### src/rtl/chgdet_pkg.sv
package chgdet_pkg;

  localparam int CW_BITS = 7;

  // control word bit positions
  localparam int B_RES500 = 6;
  localparam int B_RES100 = 5;
  localparam int B_BIAS   = 4;
  localparam int B_IDP    = 3;
  localparam int B_VDP    = 2;
  localparam int B_SERX   = 1;
  localparam int B_RSVD   = 0;

  typedef enum logic [2:0] {
    ST_IDLE   = 3'd0,
    ST_DCD    = 3'd1,
    ST_CHG    = 3'd2,
    ST_RES100 = 3'd3,
    ST_RES500 = 3'd4
  } chg_state_e;

  function automatic logic [CW_BITS-1:0] state_word(input chg_state_e s);
    logic [CW_BITS-1:0] w;
    w = '0;
    case (s)
      ST_DCD: begin
        w[B_RES100] = 1'b1;
        w[B_BIAS]   = 1'b1;
        w[B_IDP]    = 1'b1;
        w[B_SERX]   = 1'b1;
      end
      ST_CHG: begin
        w[B_BIAS] = 1'b1;
        w[B_VDP]  = 1'b1;
      end
      ST_RES100: w[B_RES100] = 1'b1;
      ST_RES500: w[B_RES500] = 1'b1;
      default:   w = '0;
    endcase
    return w;
  endfunction

endpackage

### src/rtl/chgdet_sync.sv
module chgdet_sync #(
  parameter int WIDTH  = 4,
  parameter int STAGES = 2
) (
  input  logic             clk,
  input  logic             rst_n,
  input  logic [WIDTH-1:0] d,
  output logic [WIDTH-1:0] q
);

  logic [WIDTH-1:0] stg [STAGES];

  always_ff @(posedge clk or negedge rst_n) begin
    if (!rst_n) stg[0] <= '0;
    else        stg[0] <= d;
  end

  for (genvar i = 1; i < STAGES; i++) begin : g_stage
    always_ff @(posedge clk or negedge rst_n) begin
      if (!rst_n) stg[i] <= '0;
      else        stg[i] <= stg[i-1];
    end
  end

  assign q = stg[STAGES-1];

endmodule

### src/rtl/chgdet_debounce.sv
module chgdet_debounce #(
  parameter int TICKS = 328
) (
  input  logic clk,
  input  logic rst_n,
  input  logic tick,
  input  logic clr,
  input  logic d,
  output logic q,
  output logic settled
);

  localparam int CNT_W = $clog2(TICKS + 1);
  localparam logic [CNT_W-1:0] CNT_MAX = CNT_W'(TICKS);

  logic             cur_q, cur_d;
  logic [CNT_W-1:0] cnt_q, cnt_d;
  logic             upd;

  assign upd = clr | tick;

  always_comb begin
    cur_d = cur_q;
    cnt_d = cnt_q;
    if (clr) begin
      cur_d = 1'b0;
      cnt_d = '0;
    end else if (tick) begin
      if (d != cur_q) begin
        cur_d = d;
        cnt_d = CNT_W'(1);
      end else if (cnt_q != CNT_MAX) begin
        cnt_d = cnt_q + 1'b1;
      end
    end
  end

  always_ff @(posedge clk or negedge rst_n) begin
    if (!rst_n) begin
      cur_q <= 1'b0;
      cnt_q <= '0;
    end else if (upd) begin
      cur_q <= cur_d;
      cnt_q <= cnt_d;
    end
  end

  assign q       = cur_q;
  assign settled = (cnt_q == CNT_MAX);

endmodule

### src/rtl/chgdet_fsm.sv
module chgdet_fsm
  import chgdet_pkg::*;
#(
  parameter int DCD_TICKS = 9830
) (
  input  logic               clk,
  input  logic               rst_n,
  input  logic               tick,
  input  logic               freeze,
  input  logic               run,
  input  logic               vbus_ok,
  input  logic               dcd_en,
  input  logic               contact,
  input  logic               type_settled,
  input  logic               type_q,
  output logic [CW_BITS-1:0] word,
  output logic               busy,
  output logic               in_chg
);

  localparam int TMR_W = (DCD_TICKS > 1) ? $clog2(DCD_TICKS) : 1;
  localparam logic [TMR_W-1:0] TMR_LAST = TMR_W'(DCD_TICKS - 1);

  chg_state_e       st_q, st_d;
  logic [TMR_W-1:0] tmr_q, tmr_d;
  logic             st_en, tmr_en;

  assign st_en = ~freeze;

  always_comb begin
    st_d = st_q;
    if (!run || !vbus_ok) begin
      st_d = ST_IDLE;
    end else begin
      case (st_q)
        ST_IDLE: st_d = dcd_en ? ST_DCD : ST_CHG;
        ST_DCD:  if (tick && (contact || tmr_q == TMR_LAST)) st_d = ST_CHG;
        ST_CHG:  if (type_settled) st_d = type_q ? ST_RES500 : ST_RES100;
        ST_RES100, ST_RES500: st_d = st_q;
        default: st_d = ST_IDLE;
      endcase
    end
  end

  always_comb begin
    tmr_d = tmr_q;
    if (st_q != ST_DCD) tmr_d = '0;
    else if (tick && tmr_q != TMR_LAST) tmr_d = tmr_q + 1'b1;
  end
  assign tmr_en = ~freeze;

  always_ff @(posedge clk or negedge rst_n) begin
    if (!rst_n)     st_q <= ST_IDLE;
    else if (st_en) st_q <= st_d;
  end

  always_ff @(posedge clk or negedge rst_n) begin
    if (!rst_n)      tmr_q <= '0;
    else if (tmr_en) tmr_q <= tmr_d;
  end

  assign word   = state_word(st_q);
  assign busy   = (st_q != ST_IDLE);
  assign in_chg = (st_q == ST_CHG);

endmodule

### src/rtl/chgdet_ctrl.sv
module chgdet_ctrl
  import chgdet_pkg::*;
#(
  parameter int VBUS_DEB_TICKS = 328,
  parameter int CHG_DEB_TICKS  = 656,
  parameter int DCD_TICKS      = 9830,
  parameter int SYNC_STAGES    = 2
) (
  input  logic       clk,
  input  logic       rst_n,
  input  logic       slow_tick,
  input  logic       hw_det_en,
  input  logic       det_start,
  input  logic       dcd_en,
  input  logic       batt_present,
  input  logic       vbus_cmp,
  input  logic       type_cmp,
  input  logic       se_dp,
  input  logic       se_dm,
  input  logic       sw_ctrl,
  input  logic [6:0] sw_word,
  output logic [6:0] ctrl_word,
  output logic       vbus_valid,
  output logic       ctx_hwdet,
  output logic       ctx_dpsrc,
  output logic       ctx_vdat,
  output logic       ctx_comp,
  output logic       se_dp_stat,
  output logic       se_dm_stat
);

  localparam int NSYNC = 4;

  logic [NSYNC-1:0]   raw_in, syn_in;
  logic               vbus_s, type_s;
  logic               vbus_q, vbus_settled;
  logic               type_q, type_settled;
  logic [CW_BITS-1:0] fsm_word;
  logic               fsm_busy, fsm_in_chg;
  logic               sw_ctrl_q;
  logic               take_edge;
  logic [3:0]         ctx_q, ctx_d;

  assign raw_in = {vbus_cmp, type_cmp, se_dp, se_dm};

  chgdet_sync #(.WIDTH(NSYNC), .STAGES(SYNC_STAGES)) u_sync (
    .clk(clk), .rst_n(rst_n), .d(raw_in), .q(syn_in)
  );

  assign vbus_s     = syn_in[3];
  assign type_s     = syn_in[2];
  assign se_dp_stat = syn_in[1];
  assign se_dm_stat = syn_in[0];

  chgdet_debounce #(.TICKS(VBUS_DEB_TICKS)) u_vbus_deb (
    .clk(clk), .rst_n(rst_n), .tick(slow_tick), .clr(~batt_present),
    .d(vbus_s), .q(vbus_q), .settled(vbus_settled)
  );

  assign vbus_valid = vbus_q & vbus_settled;

  chgdet_debounce #(.TICKS(CHG_DEB_TICKS)) u_type_deb (
    .clk(clk), .rst_n(rst_n), .tick(slow_tick), .clr(~fsm_in_chg),
    .d(type_s), .q(type_q), .settled(type_settled)
  );

  chgdet_fsm #(.DCD_TICKS(DCD_TICKS)) u_fsm (
    .clk(clk), .rst_n(rst_n), .tick(slow_tick), .freeze(sw_ctrl),
    .run(hw_det_en & det_start), .vbus_ok(vbus_valid), .dcd_en(dcd_en),
    .contact(~se_dp_stat), .type_settled(type_settled), .type_q(type_q),
    .word(fsm_word), .busy(fsm_busy), .in_chg(fsm_in_chg)
  );

  // takeover edge and context capture
  assign take_edge = sw_ctrl & ~sw_ctrl_q;
  assign ctx_d     = {fsm_busy, fsm_word[B_VDP], type_q, type_s};

  always_ff @(posedge clk or negedge rst_n) begin
    if (!rst_n) sw_ctrl_q <= 1'b0;
    else        sw_ctrl_q <= sw_ctrl;
  end

  always_ff @(posedge clk or negedge rst_n) begin
    if (!rst_n)         ctx_q <= '0;
    else if (take_edge) ctx_q <= ctx_d;
  end

  assign {ctx_hwdet, ctx_dpsrc, ctx_vdat, ctx_comp} = ctx_q;

  always_comb begin
    ctrl_word         = sw_ctrl ? sw_word : fsm_word;
    ctrl_word[B_RSVD] = 1'b0;
  end

endmodule

### config.mk
export PLATFORM = sky130hd
export DESIGN_NAME = chgdet_ctrl
export DESIGN_NICKNAME = d
export VERILOG_FILES = /design/src/rtl/chgdet_pkg.sv /design/src/rtl/chgdet_sync.sv /design/src/rtl/chgdet_debounce.sv /design/src/rtl/chgdet_fsm.sv /design/src/rtl/chgdet_ctrl.sv
export SDC_FILE = /design/constraint.sdc
export NUM_CORES = 1
export LEC_CHECK = 0
export BUFFER_PORTS_ARGS = -buffer_cell sky130_fd_sc_hd__buf_2
export CORE_MARGIN = 2
export CORE_UTILIZATION = 45
export DETAILED_ROUTE_END_ITERATION = 8
export GPL_TIMING_DRIVEN = 0
export SLEW_MARGIN = 40
export SYNTH_ARGS = -nofsm -noshare
export SYNTH_HDL_FRONTEND = slang
export SYNTH_SLANG_ARGS = --single-unit
### constraint.sdc
create_clock -name clk -period 2.44 [get_ports clk]
set_input_delay 0.488 -clock clk [delete_from_list [all_inputs] [get_ports clk]]
set_output_delay 0.488 -clock clk [all_outputs]
set_load 0.05 [all_outputs]
==> flow_metrics.env, run 1 <==
export IMPL_clk_transition_reported_paths_ns=0.10
export IMPL_rows=28
export IMPL_numCtsBuffers=5
export IMPL_clkLatencyLatePin_ns=0.30
export IMPL_pin_count=33
export IMPL_start_util=0.467
export IMPL_max_freq_ghz=0.442
export IMPL_port_buffers=30
export IMPL_max_vdd_ir_drop_mv=0.309
export IMPL_pwr_share_clk=0.349
export IMPL_n_antenna_cell=0
export IMPL_use_met2=0.303
export IMPL_yosys_warnings=0
export IMPL_drive_above_1_share=0.182
export IMPL_grt_max_degree=52
export IMPL_outcome="finished, final reports clean"
export IMPL_synth_area_um2=2780
export IMPL_cts_max_path_buffers=2
export IMPL_hpwl_um=4180
export IMPL_grt_busiest_layer="met2"
export IMPL_netlist_top_cells_area="dfrtp_1 46%, o21ai_0 4.1%, xnor2_1 4.1%"
export IMPL_gr_usage_met3=0.0402
export IMPL_slew_violations=0
export IMPL_cellLeakagePower_nw=1.36
export IMPL_period_minus_slack_ns=2.26
export IMPL_ys_seq_elements=51
export IMPL_p_switching_mw=0.404
export IMPL_crit_required_ns=1.95
export IMPL_post_drt_via_cell_ratio=5.54
export IMPL_grtUsageMet1=0.266
export IMPL_synth_cells=291
export IMPL_synthFlopType="dfrtp_1"
export IMPL_yosys_area_top_type="dfrtp_1"
export IMPL_hold_path_class="primary input to asynchronous set/reset pin"
export IMPL_cp_end_kind="output pin"
export IMPL_antenna_found_initial=0
export IMPL_hold_violations=0
export IMPL_path_class="flip-flop to output pin"
export IMPL_timing_setup_tns_ns=0
export IMPL_synthArstFlopShare=1.00
export IMPL_die_x_um=82.7
export IMPL_comb_power_share=0.095
export IMPL_fp_dieH_um=82.7
export IMPL_arrival_ns=1.77
export IMPL_pwr_share_seq=0.556
export IMPL_synth_most_common_cell="dfrtp_1"
export IMPL_cts_root_buf="clkbuf_8"
export IMPL_crit_family="simple AND/OR/NAND/NOR gates"
export IMPL_finalSetupViolCount=0
export IMPL_fin_util=0.530
export IMPL_gp_congestion=0.866
export IMPL_start_kind="flip-flop"
export IMPL_switching_share=0.258
export IMPL_fin_nets=353
export IMPL_slowest_delay_ns=0.37
export IMPL_grt_pass1_vias=2110
export IMPL_rsz0062_at_grt="no"
export IMPL_clock_sinks=51
export IMPL_ys_types=56
export IMPL_worst_pin_slew_ns=0.656
export IMPL_worstPathMaxFanout=9
export IMPL_ant_nets=0
export IMPL_cts_tree="built"
export IMPL_drt_iter0_drc=124
export IMPL_dpl_cell_area_um2=3030
export IMPL_design_area_um2=3160
export IMPL_fin_skew_ns=0.0104
export IMPL_post_route_period_util=0.926
export IMPL_remaining_drc_errors=0
export IMPL_vias=2239
export IMPL_synth_edf_count=0
export IMPL_yosysTopAreaCellShare=0.458
export IMPL_routed_wl_um=5970
export IMPL_cap_violations=0
export IMPL_grt_ovfl_total=0
export IMPL_hold_slack_ns=0.197
export IMPL_cp_slowest_cell="dfrtp_1"
export IMPL_grt_pass1_wl_um=9980
export IMPL_cts_setup_buffers=0
export IMPL_dieArea_um2=6830
export IMPL_track_usage=0.193
export IMPL_yosys_top_cells_count="51 x dfrtp_1, 30 x nor2_1, 27 x nand2_1"
export IMPL_core_area_um2=5960
export IMPL_area_growth_pct=13.3
export IMPL_syn_num_nets=316
export IMPL_pwr_density_cell_nw_per_um2=496
export IMPL_wire_per_inst_um=14.8
export IMPL_avgSynthCellArea_um2=9.57
export IMPL_worst_path_buf_inv=2
export IMPL_p_int_mw=1.16
export IMPL_crit_chain="clkbuf_1 -> nand2b_1 -> nor2_2 -> nor2_1 -> o21ai_1 -> clkbuf_4"
export IMPL_slew_headroom=0.562
export IMPL_firstDrtPassIters=4
export IMPL_synth_seq_area_share=0.458
export IMPL_htree_levels=2
## worst reg2reg max path, stage by stage, from the launching register on
cell and delay, ns:
dfrtp_1 0.44, or4b_4 0.56, nor4_4 0.46, buf_6 0.20, nor3_1 0.07, xnor2_1 0.14
nor2_1 0.06
## timing repair
item / 4_1_cts / 5_1_grt
hold buffers: 0 / 0
endpoints found under the setup margin: 0 / 6
resized for setup: 0 / 8
## layout by cell type (no fill, tap or decap), types with 4 or more instances in the layout
cell	n
o31ai_1	7
nand4_1	7
xnor2_1	13
o21ai_0	22
nor3_1	7
nor4b_1	4
and2_1	4
clkbuf_8	7
nand2_1	26
and3_1	5
inv_1	11
nor2_1	29
ha_1	6
nor2b_1	5
buf_2	29
o21ai_1	6
a21oi_1	4
dfrtp_1	51
nand2b_1	6
nand3_1	13
## state kept, by name (all words and copies together) (netlist names)
name              cells
u_type_deb.cnt_q     10
u_type_deb.q          1
u_sync.stg            4
u_sync.q              4
ctx_q                 4
u_vbus_deb.q          1
u_vbus_deb.cnt_q      9
sw_ctrl_q             1
u_fsm.st_q            3
u_fsm.tmr_q          14
## power by group through the flow
stage	clock network, mW	logic (mW)	registers (mW)
after CTS	0.564	0.149	0.871
after global routing	0.597	0.166	0.873
after detailed placement	0	0.148	0.888
after floorplan	0	0.0749	0.900
final	0.546	0.148	0.871
after global placement	0	0.146	0.887
## cell type report
type | count | area [µm²]
Buffer | 9 | 56.3
Clock buffer | 7 | 96.3
Clock inverter | 1 | 7.51
Fill cell | 562 | 2800
Inverter | 11 | 41.3
Multi-Input combinational cell | 220 | 1430
Sequential cell | 51 | 1280
Tap cell | 75 | 93.8
Timing Repair Buffer | 30 | 158
## stage by stage
stage	power, mW	instances	setup WS, ns
after global placement	1.03	396	0.0944
after detailed placement	1.04	396	0.0659
after global routing	1.64	404	0.00702
final	1.57	404	0.180
after CTS	1.58	404	0.0459
after floorplan	0.975	291	-0.0364
## per-layer routing
metal / part of all wire / vias to the layer above
met5: 0 / -
met4: 0.0069 / 0
met3: 0.040 / 4
met2: 0.45 / 51
met1: 0.50 / 1065
li1: - / 1119
## path summary, 6_finish.rpt
check / depth (start not counted) / to / slack, ns / from
worst max-delay path: 6 / ctrl_word[4] / 0.18 / u_fsm.st_q[2]
worst min-delay path: 1 / u_sync.stg[4] / 0.20 / rst_n
worst max register to register: 6 / u_fsm.tmr_q[12] / 0.39 / u_fsm.tmr_q[7]
worst min register to register: 0 / u_sync.q[2] / 0.36 / u_sync.stg[6]
max in group asynchronous: 1 / u_fsm.tmr_q[9] / 1.79 / rst_n
min in group clk: 1 / u_sync.stg[4] / 0.28 / se_dm
## kinds of logic after synthesis
group | count (synthesis) | synth area share
AOI/OAI and AO/OA | 58 | 0.139
xor gates and xnor gates | 15 | 0.0499
adders and majority gates | 6 | 0.0270
buffers and inverters | 20 | 0.0346
DFF | 51 | 0.458
muxes | 4 | 0.0148
other | 1 | 0.00135
and+or+nand+nor | 136 | 0.275
Power figures use the tool's default switching activity.
==> run 2: changes to the inputs <==
--- a/config.mk
+++ b/config.mk
@@ -6,10 +6,10 @@
 export NUM_CORES = 1
 export LEC_CHECK = 0
 export BUFFER_PORTS_ARGS = -buffer_cell sky130_fd_sc_hd__buf_2
-export CORE_MARGIN = 2
 export CORE_UTILIZATION = 45
 export DETAILED_ROUTE_END_ITERATION = 8
 export GPL_TIMING_DRIVEN = 0
+export PLACE_DENSITY_LB_ADDON = 0.2
 export SLEW_MARGIN = 40
 export SYNTH_ARGS = -nofsm -noshare
 export SYNTH_HDL_FRONTEND = slang
==> run 2 against run 1 <==
Net effect: fmax shrank 1.5%; clock-buffer cell count is the same; utilization shrank 0.61 points; cell area shrank 1.2%; non-clock buffer count is the same; wire length shrank 4.4%; sequential power is essentially flat; critical path type unchanged; critical endpoint is now ctrl_word[2].
==> flow_metrics.env, run 2 (synthesized netlist as in run 1, its figures left out) <==
export IMPL_hold_violations=0
export IMPL_cellLeakagePower_nw=1.35
export IMPL_grt_pass1_wl_um=9530
export IMPL_rows=28
export IMPL_post_drt_via_cell_ratio=5.52
export IMPL_track_usage=0.191
export IMPL_top_register="u_fsm.tmr_q"
export IMPL_comb_power_share=0.098
export IMPL_vias=2232
export IMPL_numCtsBuffers=5
export IMPL_pwr_share_seq=0.585
export IMPL_clkLatencyLatePin_ns=0.30
export IMPL_p_total_mw=1.49
export IMPL_fin_skew_ns=0.0103
export IMPL_largestRegisters="u_fsm.tmr_q: 14 flops, u_type_deb.cnt_q: 10 flops, u_vbus_deb.cnt_q: 9 flops"
export IMPL_grt_max_degree=52
export IMPL_pwr_share_clk=0.317
export IMPL_cp_end_kind="output pin"
export IMPL_fp_dieH_um=80.7
export IMPL_layout_commonest_cell="dfrtp_1"
export IMPL_cts_max_path_buffers=2
export IMPL_grt_pass1_vias=1974
export IMPL_cp_endpoint="ctrl_word[2]"
export IMPL_drive_above_1_share=0.167
export IMPL_switching_share=0.258
export IMPL_slew_violations=0
export IMPL_routed_wl_um=5710
export IMPL_timing_setup_tns_ns=0
export IMPL_final_cell_mix="51 x dfrtp_1, 31 x buf_2, 29 x nor2_1, 27 x nand2_1, 22 x o21ai_0"
export IMPL_pwr_density_cell_nw_per_um2=477
export IMPL_grt_ovfl_total=0
export IMPL_r2r_start="u_fsm.tmr_q[7]"
export IMPL_n_antenna_cell=0
export IMPL_post_route_period_util=0.941
export IMPL_gp_congestion=0.839
export IMPL_cap_violations=0
export IMPL_cts_root_buf="clkbuf_8"
export IMPL_clk_transition_reported_paths_ns=0.09
export IMPL_firstDrtPassIters=4
export IMPL_timing_final_ws_setup_ns=0.144
export IMPL_cts_hold_buf=0
export IMPL_reg2reg_depth=6
export IMPL_period_minus_slack_ns=2.30
export IMPL_fin_nets=353
export IMPL_worst_pin_slew_ns=0.659
export IMPL_cts_tree="built"
export IMPL_worstPathMaxFanout=9
export IMPL_fill_cells=587
export IMPL_ant_nets=0
export IMPL_hpwl_um=4110
export IMPL_max_freq_ghz=0.436
export IMPL_wire_per_inst_um=14.1
export IMPL_die_x_um=80.7
export IMPL_arrival_ns=1.81
export IMPL_p_switching_mw=0.384
export IMPL_start_kind="flip-flop"
export IMPL_start_util=0.467
export IMPL_path_class="flip-flop to output pin"
export IMPL_crit_start="u_fsm.st_q[2]"
export IMPL_max_vdd_ir_drop_mv=0.261
export IMPL_rrSetupSlack_ns=0.34
export IMPL_drt_iter0_drc=157
export IMPL_antenna_found_initial=0
export IMPL_port_buffers=30
export IMPL_outcome="finished, final reports clean"
export IMPL_dp_cells=396
export IMPL_largest_reg_flops=14
export IMPL_pin_count=33
export IMPL_rsz0062_at_grt="no"
export IMPL_remaining_drc_errors=0
export IMPL_timing_rr_end="u_fsm.tmr_q[5]"
export IMPL_crit_required_ns=1.95
export IMPL_place_ws_ns=0.162
export IMPL_dieArea_um2=6510
export IMPL_slew_headroom=0.561
export IMPL_hold_path_class="primary input to asynchronous set/reset pin"
export IMPL_htree_levels=2
export IMPL_fin_util=0.524
export IMPL_fin_cells=404
export IMPL_p_int_mw=1.10
export IMPL_finalSetupViolCount=0
export IMPL_area_growth_pct=12.0
export IMPL_core_area_um2=5960
export IMPL_clock_sinks=51
[run 2: cell count changes in the layout (fill, tap and decap cells not counted), sizes merged]
cell	previous run	this run
buf	33	35
clkbuf	13	11
clkinv	0	1
clkinvlp	1	0
[run 2: timing repair]
| action | in CTS | in global routing |
|---|---|---|
| setup buffers | 0 | 0 |
| resized for setup | 0 | 2 |
| endpoints found under the setup margin | 0 | 1 |
| endpoints found under the hold margin | 0 | 0 |
[run 2: layout make-up]
cell class	instances	area, µm²	area share
Buffer	9	55.1	0.0176
Multi-Input combinational cell	220	1420	0.455
Tap cell	75	93.8	0.0301
Clock buffer	7	76.3	0.0245
Timing Repair Buffer	30	153	0.0489
Clock inverter	1	5.00	0.00160
Sequential cell	51	1280	0.409
Inverter	11	41.3	0.0132
[run 2: power by group through the flow]
stage	clock network (mW)	logic [mW]	registers, mW
2_1_floorplan	0	0.0749	0.900
3_3_place_gp	0	0.145	0.887
3_5_place_dp	0	0.147	0.887
4_1_cts	0.492	0.148	0.870
5_1_grt	0.522	0.161	0.873
6_report	0.472	0.146	0.870
[run 2: worst max-delay path, stage by stage, from the launching register on]
cell      delay, ns
dfrtp_1        0.37
clkbuf_1       0.19
nor2b_1        0.21
nand2_1        0.22
o21ai_0        0.22
buf_2          0.29
[run 2: worst min path at each step]
| stage | cells after the start | to | slack (ns) | start |
|---|---|---|---|---|
| 2_1_floorplan | 0 | ctx_q[0] | 0.19 | rst_n |
| 3_3_place_gp | 0 | u_sync.q[0] | 0.33 | u_sync.stg[4] |
| 3_5_place_dp | 0 | u_sync.q[1] | 0.33 | u_sync.stg[5] |
| 4_1_cts | 1 | u_type_deb.cnt_q[2] | 0.23 | rst_n |
| 5_1_grt | 1 | u_type_deb.cnt_q[0] | 0.26 | rst_n |
| 6_report | 1 | u_type_deb.cnt_q[2] | 0.22 | rst_n |
[run 2: per-stage QoR]
stage | area [µm²] | hold slack (ns)
floorplan | 2780 | 0.192
global route | 3120 | 0.257
CTS | 3110 | 0.233
detailed placement | 3030 | 0.335
finish | 3120 | 0.217
global placement | 3030 | 0.333
[run 2: routing by layer]
layer | global-route usage | routed length, µm | vias to the layer above
li1 | - | - | 1118
met1 | 0.281 | 3010 | 1067
met2 | 0.281 | 2470 | 41
met3 | 0.0409 | 166 | 6
met4 | 0.0482 | 59 | 0
met5 | 0 | 0 | -
==> run 3: changes to the inputs <==
--- a/config.mk
+++ b/config.mk
@@ -6,10 +6,14 @@
 export NUM_CORES = 1
 export LEC_CHECK = 0
 export BUFFER_PORTS_ARGS = -buffer_cell sky130_fd_sc_hd__buf_2
+export CELL_PAD_IN_SITES_DETAIL_PLACEMENT = 1
+export CELL_PAD_IN_SITES_GLOBAL_PLACEMENT = 1
 export CORE_UTILIZATION = 45
 export DETAILED_ROUTE_END_ITERATION = 8
 export GPL_TIMING_DRIVEN = 0
 export PLACE_DENSITY_LB_ADDON = 0.2
+export REMOVE_ABC_BUFFERS = 1
+export SETUP_SLACK_MARGIN = 0.15
 export SLEW_MARGIN = 40
 export SYNTH_ARGS = -nofsm -noshare
 export SYNTH_HDL_FRONTEND = slang
==> run 3 against run 2 <==
Net effect: wire length increased by 14%; sequential power barely moved; register-to-register slack worse by 0.02 ns; sequential share of layout area grew 0.22 points; cell area fell by 0.24%; utilization fell by 0.13 points; fmax increased by 3.6%; clock-buffer cell count is 2 lower; via count grew 1.5%; critical path type unchanged; largest power group unchanged.
==> flow_metrics.env, run 3 (synthesized netlist as in run 1, its figures left out) <==
export IMPL_outcome="finished, final reports clean"
export IMPL_largest_reg_flops=14
export IMPL_track_usage=0.222
export IMPL_start_kind="flip-flop"
export IMPL_timing_setup_tns_ns=0
export IMPL_hold_slack_ns=0.178
export IMPL_grt_pass1_wl_um=11100
export IMPL_slew_headroom=0.561
export IMPL_fin_util=0.522
export IMPL_fill_cells=676
export IMPL_core_area_um2=5960
export IMPL_r2r_start="u_type_deb.cnt_q[3]"
export IMPL_largestRegisters="u_fsm.tmr_q: 14 flops, u_type_deb.cnt_q: 10 flops, u_vbus_deb.cnt_q: 9 flops"
export IMPL_max_vdd_ir_drop_mv=0.232
export IMPL_slew_violations=0
export IMPL_hold_path_class="primary input to asynchronous set/reset pin"
export IMPL_switching_share=0.272
export IMPL_arrival_ns=1.73
export IMPL_cts_tree="built"
export IMPL_hpwl_um=4640
export IMPL_dpl_cell_area_um2=2980
export IMPL_comb_power_share=0.095
export IMPL_clkLatencyLatePin_ns=0.31
export IMPL_cts_max_path_buffers=2
export IMPL_grt_max_degree=52
export IMPL_drive_above_1_share=0.184
export IMPL_n_antenna_cell=0
export IMPL_pwr_share_clk=0.328
export IMPL_crit_required_ns=1.95
export IMPL_die_x_um=80.7
export IMPL_vias=2265
export IMPL_top_register="u_fsm.tmr_q"
export IMPL_drt_iter0_drc=51
export IMPL_crit_start="u_vbus_deb.cnt_q[4]"
export IMPL_fin_nets=345
export IMPL_clock_sinks=51
export IMPL_htree_levels=2
export IMPL_firstDrtPassIters=4
export IMPL_p_switching_mw=0.411
export IMPL_timing_final_ws_setup_ns=0.224
export IMPL_design_area_um2=3110
export IMPL_pwr_density_cell_nw_per_um2=485
export IMPL_pin_count=33
export IMPL_cap_violations=0
export IMPL_fp_dieH_um=80.7
export IMPL_area_growth_pct=11.8
export IMPL_cp_end_kind="output pin"
export IMPL_grt_pass1_vias=2266
export IMPL_routed_wl_um=6500
export IMPL_cellLeakagePower_nw=1.32
export IMPL_hold_violations=0
export IMPL_start_util=0.467
export IMPL_layout_commonest_cell="dfrtp_1"
export IMPL_rows=28
export IMPL_period_minus_slack_ns=2.22
export IMPL_final_cell_mix="48 x dfrtp_1, 28 x nor2_1, 27 x buf_2, 26 x nand2_1, 23 x o21ai_0"
export IMPL_worst_pin_slew_ns=0.658
export IMPL_clk_transition_reported_paths_ns=0.10
export IMPL_p_int_mw=1.10
export IMPL_ant_nets=0
export IMPL_remaining_drc_errors=0
export IMPL_path_class="flip-flop to output pin"
export IMPL_post_drt_via_cell_ratio=5.72
export IMPL_numCtsBuffers=5
export IMPL_dieArea_um2=6510
export IMPL_fin_skew_ns=0.00719
export IMPL_worstPathMaxFanout=6
export IMPL_cts_root_buf="clkbuf_8"
export IMPL_rsz0062_at_grt="yes"
export IMPL_grt_ovfl_total=0
export IMPL_place_ws_ns=0.196
export IMPL_finalSetupViolCount=0
export IMPL_port_buffers=30
export IMPL_pwr_share_seq=0.577
export IMPL_max_freq_ghz=0.451
export IMPL_post_route_period_util=0.908
export IMPL_wire_per_inst_um=16.4
export IMPL_antenna_found_initial=0
export IMPL_gp_congestion=0.786
-- run 3: final cells by class --
class / count / area [µm²] / share of cell area
clock buffers: 5 / 68.8 / 0.0221
multi-input cells: 220 / 1430 / 0.460
flip-flops and latches: 51 / 1280 / 0.411
well taps: 75 / 93.8 / 0.0302
repair buffers: 31 / 178 / 0.0571
inverters: 11 / 41.3 / 0.0133
clock inverters: 3 / 20.0 / 0.00643
-- run 3: final timing paths --
check / to / slack, ns / cells past startpoint
setup reg to reg: u_type_deb.cnt_q[5] / 0.32 / 5
setup / recovery: vbus_valid / 0.22 / 4
hold / removal: u_sync.stg[4] / 0.18 / 1
hold reg to reg: u_sync.q[3] / 0.35 / 0
min in group clk: u_sync.stg[4] / 0.28 / 1
max in group asynchronous: u_vbus_deb.cnt_q[4] / 1.74 / 1
-- run 3: through the flow --
stage / cells / total power [mW]
6_report: 396 / 1.51
5_1_grt: 396 / 1.59
4_1_cts: 395 / 1.53
3_5_place_dp: 387 / 1.03
3_3_place_gp: 387 / 1.03
2_1_floorplan: 282 / 0.967
-- run 3: power by group through the flow --
stage                     sequential [mW]  combinational, mW  clock, mW
after CTS                           0.871              0.146      0.514
after global placement              0.886              0.141          0
after floorplan                     0.900             0.0671          0
after global routing                0.874              0.161      0.551
after detailed placement            0.888              0.146          0
final                               0.871              0.144      0.495
-- run 3: timing repair --
action,CTS,global route
endpoints found under the setup margin,2,19
buffers inserted,0,1
pin swaps,0,2
hold buffers,0,0
gates resized for setup,3,6
-- run 3: critical path, stage by stage, from the launching register on --
cell and delay [ns]:
dfrtp_2 0.46, nor4bb_2 0.35, and4_1 0.25, and2_1 0.16
buf_4 0.20
-- run 3: layer usage --
| metal | wire length (µm) | track usage | up-vias |
|---|---|---|---|
| met3 | 122 | 0.0386 | 7 |
| met4 | 62 | 0.0518 | 0 |
| li1 | - | - | 1097 |
| met1 | 3020 | 0.291 | 1140 |
| met2 | 3290 | 0.377 | 21 |
| met5 | 0 | 0 | - |
